<file path="config.mk">
export PLATFORM = sky130hd
export DESIGN_NAME = sparse_access_mem
export DESIGN_NICKNAME = d
export VERILOG_FILES = /design/src/rtl/sparse_mem_pkg.sv /design/src/rtl/sparse_mem_reduce.sv /design/src/rtl/sparse_mem_match.sv /design/src/rtl/sparse_mem_pick.sv /design/src/rtl/sparse_access_mem.sv
export SDC_FILE = /design/constraint.sdc
export NUM_CORES = 1
export LEC_CHECK = 0
export BUFFER_PORTS_ARGS = -buffer_cell sky130_fd_sc_hd__buf_2
export CAP_MARGIN = 20
export CORE_UTILIZATION = 55
export CTS_CLUSTER_SIZE = 10
export DETAILED_ROUTE_END_ITERATION = 6
export PLACE_DENSITY = 0.73
export RECOVER_POWER = 100
export SYNTH_ARGS = -nofsm -noshare
export SYNTH_HDL_FRONTEND = slang
export SYNTH_SLANG_ARGS = --single-unit
</file>
<file path="constraint.sdc">
create_clock -name clk -period 12.4 [get_ports clk]
set_input_delay 2.48 -clock clk [delete_from_list [all_inputs] [get_ports clk]]
set_output_delay 2.48 -clock clk [all_outputs]
set_load 0.01 [all_outputs]
</file>
<file path="src/rtl/sparse_mem_pkg.sv">
package sparse_mem_pkg;

    // Data-width reduction: number of low data bits that survive.
    typedef enum logic [1:0] {
        RED_FULL    = 2'd0,
        RED_HALF    = 2'd1,
        RED_QUARTER = 2'd2,
        RED_EIGHTH  = 2'd3
    } red_mode_e;

    function automatic int unsigned kept_bits(input int unsigned width,
                                              input red_mode_e mode);
        return width >> int'(mode);
    endfunction

    function automatic int unsigned idx_width(input int unsigned n);
        return (n <= 1) ? 1 : $clog2(n);
    endfunction

endpackage

</file>
<file path="src/rtl/sparse_mem_reduce.sv">
module sparse_mem_reduce
    import sparse_mem_pkg::*;
#(
    parameter int unsigned DATA_W = 16
) (
    input  red_mode_e         mode,
    input  logic [DATA_W-1:0] din,
    output logic [DATA_W-1:0] dout
);
    int unsigned keep;
    assign keep = kept_bits(DATA_W, mode);

    for (genvar b = 0; b < DATA_W; b++) begin : g_bit
        assign dout[b] = din[b] & (b < keep);
    end
endmodule

</file>
<file path="src/rtl/sparse_mem_match.sv">
module sparse_mem_match #(
    parameter int unsigned ENTRIES = 8,
    parameter int unsigned ADDR_W  = 16,
    parameter int unsigned IDX_W   = 3
) (
    input  logic              clk,
    input  logic              rst,
    input  logic [ENTRIES-1:0] valid,
    input  logic [ADDR_W-1:0] tags [ENTRIES],
    input  logic [ADDR_W-1:0] key,
    output logic              hit,
    output logic [IDX_W-1:0]  idx
);
    logic [ENTRIES-1:0] hit_vec;

    for (genvar e = 0; e < ENTRIES; e++) begin : g_cmp
        assign hit_vec[e] = valid[e] && (tags[e] == key);
    end

    always_comb begin
        idx = '0;
        for (int i = 0; i < int'(ENTRIES); i++) begin
            if (hit_vec[i]) idx = IDX_W'(i);
        end
    end

    assign hit = |hit_vec;

    AST_SINGLE_RECORD: assert property (@(posedge clk) disable iff (rst)
        $onehot0(hit_vec));
endmodule

</file>
<file path="src/rtl/sparse_mem_pick.sv">
module sparse_mem_pick #(
    parameter int unsigned ENTRIES = 8,
    parameter int unsigned IDX_W   = 3
) (
    input  logic [ENTRIES-1:0] free,
    output logic               found,
    output logic [IDX_W-1:0]   idx
);
    // Lowest free index wins.
    always_comb begin
        idx = '0;
        for (int i = int'(ENTRIES) - 1; i >= 0; i--) begin
            if (free[i]) idx = IDX_W'(i);
        end
    end
    assign found = |free;
endmodule

</file>
<file path="src/rtl/sparse_access_mem.sv">
module sparse_access_mem
    import sparse_mem_pkg::*;
#(
    parameter int unsigned ADDR_W  = 16,
    parameter int unsigned DATA_W  = 16,
    parameter int unsigned ENTRIES = 8
) (
    input  logic              clk,
    input  logic              rst,
    input  logic              wr_en,
    input  logic [ADDR_W-1:0] wr_addr,
    input  logic [DATA_W-1:0] wr_data,
    input  logic              rd_en,
    input  logic [ADDR_W-1:0] rd_addr,
    input  logic [DATA_W-1:0] rd_init,
    input  logic [1:0]        red_sel,
    output logic [DATA_W-1:0] rd_data,
    output logic              overflow
);
    localparam int unsigned IDX_W = idx_width(ENTRIES);

    typedef struct packed {
        logic [ADDR_W-1:0] tag;
        logic [DATA_W-1:0] val;
    } rec_t;

    rec_t               rec   [ENTRIES];
    logic [ADDR_W-1:0]  tags  [ENTRIES];
    logic [ENTRIES-1:0] valid;

    red_mode_e mode;
    assign mode = red_mode_e'(red_sel);

    for (genvar e = 0; e < ENTRIES; e++) begin : g_tag
        assign tags[e] = rec[e].tag;
    end

    // Masked data paths
    logic [DATA_W-1:0] wr_m, init_m, rd_raw, rd_m;

    sparse_mem_reduce #(.DATA_W(DATA_W)) u_red_wr   (.mode(mode), .din(wr_data), .dout(wr_m));
    sparse_mem_reduce #(.DATA_W(DATA_W)) u_red_init (.mode(mode), .din(rd_init), .dout(init_m));
    sparse_mem_reduce #(.DATA_W(DATA_W)) u_red_rd   (.mode(mode), .din(rd_raw),  .dout(rd_m));

    // Lookups
    logic             wr_hit, rd_hit;
    logic [IDX_W-1:0] wr_idx, rd_idx;

    sparse_mem_match #(.ENTRIES(ENTRIES), .ADDR_W(ADDR_W), .IDX_W(IDX_W)) u_match_wr (
        .clk(clk), .rst(rst), .valid(valid), .tags(tags), .key(wr_addr),
        .hit(wr_hit), .idx(wr_idx));
    sparse_mem_match #(.ENTRIES(ENTRIES), .ADDR_W(ADDR_W), .IDX_W(IDX_W)) u_match_rd (
        .clk(clk), .rst(rst), .valid(valid), .tags(tags), .key(rd_addr),
        .hit(rd_hit), .idx(rd_idx));

    // Free-slot selection: first for the write, second for the read
    logic [ENTRIES-1:0] free1, free2;
    logic               f1_ok, f2_ok;
    logic [IDX_W-1:0]   f1, f2;

    assign free1 = ~valid;
    assign free2 = f1_ok ? (free1 & ~(ENTRIES'(1) << f1)) : free1;

    sparse_mem_pick #(.ENTRIES(ENTRIES), .IDX_W(IDX_W)) u_pick1 (.free(free1), .found(f1_ok), .idx(f1));
    sparse_mem_pick #(.ENTRIES(ENTRIES), .IDX_W(IDX_W)) u_pick2 (.free(free2), .found(f2_ok), .idx(f2));

    logic             same_addr, wr_alloc, rd_alloc, rd_slot_ok, alloc_fail;
    logic [IDX_W-1:0] rd_slot;

    assign same_addr  = wr_en && rd_en && (wr_addr == rd_addr);
    assign wr_alloc   = wr_en && !wr_hit;
    assign rd_alloc   = rd_en && !rd_hit && !same_addr;
    assign rd_slot_ok = wr_alloc ? f2_ok : f1_ok;
    assign rd_slot    = wr_alloc ? f2 : f1;
    assign alloc_fail = (wr_alloc && !f1_ok) || (rd_alloc && !rd_slot_ok);

    // Read value reflects the table before this cycle's write
    assign rd_raw = rd_hit ? rec[rd_idx].val : init_m;

    always_ff @(posedge clk) begin
        if (rst) begin
            valid    <= '0;
            rd_data  <= '0;
            overflow <= 1'b0;
        end else begin
            overflow <= alloc_fail;
            if (rd_en) rd_data <= rd_m;
            for (int i = 0; i < int'(ENTRIES); i++) begin
                if ((wr_alloc && f1_ok && f1 == IDX_W'(i)) ||
                    (rd_alloc && rd_slot_ok && rd_slot == IDX_W'(i)))
                    valid[i] <= 1'b1;
            end
        end
    end

    always_ff @(posedge clk) begin
        for (int i = 0; i < int'(ENTRIES); i++) begin
            if (wr_en && wr_hit && wr_idx == IDX_W'(i))
                rec[i].val <= wr_m;
            else if (wr_alloc && f1_ok && f1 == IDX_W'(i))
                rec[i] <= '{tag: wr_addr, val: wr_m};
            else if (rd_alloc && rd_slot_ok && rd_slot == IDX_W'(i))
                rec[i] <= '{tag: rd_addr, val: init_m};
        end
    end

    AST_OVF_FULL: assert property (@(posedge clk) disable iff (rst)
        overflow |-> (&valid));
    AST_NO_EVICT: assert property (@(posedge clk) disable iff (rst)
        !$past(rst) |-> ((valid & $past(valid)) == $past(valid)));
    AST_Q_HOLD: assert property (@(posedge clk) disable iff (rst)
        !rd_en |=> $stable(rd_data));
    AST_Q_MASKED: assert property (@(posedge clk) disable iff (rst)
        rd_en |=> ((rd_data >> kept_bits(DATA_W, $past(mode))) == '0));
endmodule

</file>
==> results.cfg <==
[final_layout]
drive_gt1_share_pct = 18.09
area_growth_pct = 7.356
fin_nets = 1645
diodes = 0
final_cells = 2000

[route]
ant_nets = 0
wirelength_um = 53110
detail_route.wl_per_cell_um = 26.56
num_vias = 13300
dr.pass1.iters = 5
via_per_inst = 6.650
remaining_drc_errors = 0
drt_iter0_markers = 1576

[synth]
syn_area_per_cell_um2 = 11.45
synth_seq_area_share_pct = 45.98
synth_area_leaders = edfxtp_1 (43%), mux2_2 (9.5%), xor2_1 (7.7%)
synth_largest_area_cell = edfxtp_1
synthCells = 1555
synth_seq_cells = 281
synth-async-reset-ratio_pct = 0
synthFlopType = edfxtp_1
synth_area_um2 = 17810
yosysUniqueCellTypes = 81
syn-num-nets = 1625
ys_warn_count = 0
synth.top_cell.area_share_pct = 43.17
synth_edf_count = 256

[worst_setup_path]
worstSetupPathType = input pin to register
endpoint_kind = register
cp_data_arrival_time_ps = 9160
worstPathMaxFanout = 18
crit_required_ps = 12530
r2r_cells = 11
startpoint_type = input pin

[outcome]
status = finished, violations left
violations = max-capacitance violations, max-slew violations

[clock_tree]
h-tree-depth = 2
clock_latency_ps = 520
cts_tree = done
clkTransAtPathRegs_ps = 60
post_cts_resized = 0
post_cts_buffers = 0
cts_buffer_depth = 3
clockRootBuffer = clkbuf_16
cts-buffers-inserted = 35
clock_sinks = 281
cts_hold_buffers = 0

[pwr]
clockPowerShare_pct = 40.3
ir_drop_mv = 0.08431
p_sw_share_pct = 25.82
power_frac_comb_pct = 12.9
p_leak_nw = 6.755
seq_power_share_pct = 46.8
powerDensity_nw_per_um2 = 123.4
switchingPower_mw = 0.6092
power.internal_mw = 1.751

[die]
die_x_um = 181.9
die_area_um2 = 33100
num_rows = 65
ios = 87
core-area_um2 = 31720
die_h_um = 181.9
start_util_pct = 56.15

[grt]
grt_overflow = 0
antenna_found_initial = 0
grt.total_usage_pct = 32.26
grt_max_degree = 44
grt_pass1_wl_um = 80160
grt_pass1_vias = 13040

[placed_design]
hpwl_um = 33980
gp_congestion = 0.9713
placed_cells = 1936
port_buffers = 86

[sta]
period_minus_slack_ps = 9030
finalSetupViolations = 0
rsz0062_at_grt = false
fin_setup_tns_ps = 0
slew_headroom_pct = -85.03
finalCritPeriodShare_pct = 72.82
worstMarginPinSlew_ps = 2759
clock_skew_ps = 19.94
hold_viol = 0
fmax_mhz = 110.7
slew_violations = 249

[worst_hold_path]
hold_path_depth = 2
hp-class = register to register

[job]
cap_violations = 11
[layout make-up]
| class | instances | area [um^2] |
|---|---|---|
| fill | 2628 | 12600 |
| multi-input combinational | 1132 | 8798 |
| sequential | 281 | 8188 |
| clock buffer | 53 | 964.7 |
| timing repair buffer | 112 | 543.0 |
| tap | 402 | 503.0 |
| clock inverter | 7 | 72.57 |
| inverter | 13 | 48.80 |
[critical path, cell delays in order]
cell and delay, ps:
clkbuf_1 960, xor2_1 280, nor2_1 80, nand4b_1 110
or4_1 280, nand4bb_1 950, nor3_1 1540, o21ai_4 100
o21ai_0 130, clkbuf_1 910, o21bai_1 580, clkbuf_1 740
[power groups by stage]
| stage | Combinational, mW | Sequential, mW | Clock, mW |
|---|---|---|---|
| finish | 0.304 | 1.10 | 0.951 |
| global route | 0.323 | 1.11 | 0.995 |
| CTS | 0.301 | 1.10 | 0.955 |
| detailed placement | 0.299 | 1.12 | 0 |
| global placement | 0.293 | 1.12 | 0 |
| floorplan | 0.215 | 1.12 | 0 |
[worst paths after layout]
kind	end	start	slack (ps)
max	rec[2][0]	rd_addr[8]	3370
min	rd_data[15]	rd_data[15]	460
max reg2reg	rec[2][0]	rec[7][24]	5870
min reg2reg	rd_data[15]	rd_data[15]	460
[registers in the layout, summed over array words and instances (netlist names)]
| signal | cells |
|---|---|
| overflow | 1 |
| rec | 256 |
| valid | 8 |
| rd_data | 16 |
[cell usage after synthesis, drive strengths merged (4+ instances only)]
cell type,n
nor2,57
xor2,156
nor4b,8
dfxtp,25
a21oi,48
a211oi,15
nand2,92
a21o,5
a31oi,5
xnor2,119
a32o,5
nand4b,5
o21a,4
and3,8
or3,6
mux2,168
nor4,49
mux2i,108
nand4,31
a22oi,6
o31ai,4
nand3,51
o21ai,55
buf,89
and2,4
clkbuf,40
o211ai,20
nor3,20
nand2b,15
edfxtp,256
a221o,9
or4,9
inv,12
or2,5
[cells by family (layout without fill, tap and decap cells)]
| group | Yosys count | in the layout | synth area share, % |
|---|---|---|---|
| AOI/OAI and AO/OA | 201 | 201 | 7.518 |
| xor gates and xnor gates | 275 | 275 | 13.52 |
| adders and majority gates | 1 | 1 | 0.05621 |
| buffers and inverters | 142 | 185 | 4.251 |
| DFF | 281 | 281 | 45.98 |
| muxes | 276 | 276 | 16.97 |
| and+or+nand+nor | 379 | 379 | 11.71 |
[metrics by stage]
| step | setup WS [ps] | hold WS (ps) | power (mW) | util [%] | instance area [um^2] |
|---|---|---|---|---|---|
| 2_1_floorplan | 6152 | 477.5 | 1.332 | - | 17810 |
| 3_3_place_gp | 5230 | 438.6 | 1.414 | 57.57 | 18260 |
| 3_5_place_dp | 5153 | 455.7 | 1.422 | 57.62 | 18280 |
| 4_1_cts | 5648 | 468.4 | 2.360 | 60.89 | 19310 |
| 5_1_grt | 3202 | 493.6 | 2.425 | 60.28 | 19120 |
| 6_report | 3370 | 464.1 | 2.360 | 60.28 | 19120 |
[cell usage in the layout (no fill, tap or decap), types with 12 or more instances in the layout]
| cell | count |
|---|---|
| nand3_1 | 50 |
| nand4_1 | 31 |
| nand2b_1 | 15 |
| o211ai_1 | 20 |
| mux2i_1 | 108 |
| nor3_1 | 20 |
| buf_2 | 68 |
| a211oi_1 | 14 |
| clkbuf_1 | 51 |
| a21oi_1 | 46 |
| dfxtp_1 | 25 |
| edfxtp_1 | 256 |
| mux2_2 | 151 |
| o21ai_0 | 53 |
| inv_1 | 12 |
| nor2_1 | 55 |
| nand2_1 | 91 |
| xnor2_1 | 119 |
| nor4_1 | 48 |
| clkbuf_16 | 36 |
| mux2_1 | 17 |
| xor2_1 | 156 |
[metal layers]
metal | global-route usage, % | wire [um] | part of all wire, %
met1 | 46.07 | 22730 | 43
met2 | 49.35 | 23260 | 44
met3 | 5.816 | 5337 | 10
met4 | 11.26 | 1778 | 3.3
met5 | 0 | 0 | 0
No activity file was read; power rests on OpenSTA's default activity.
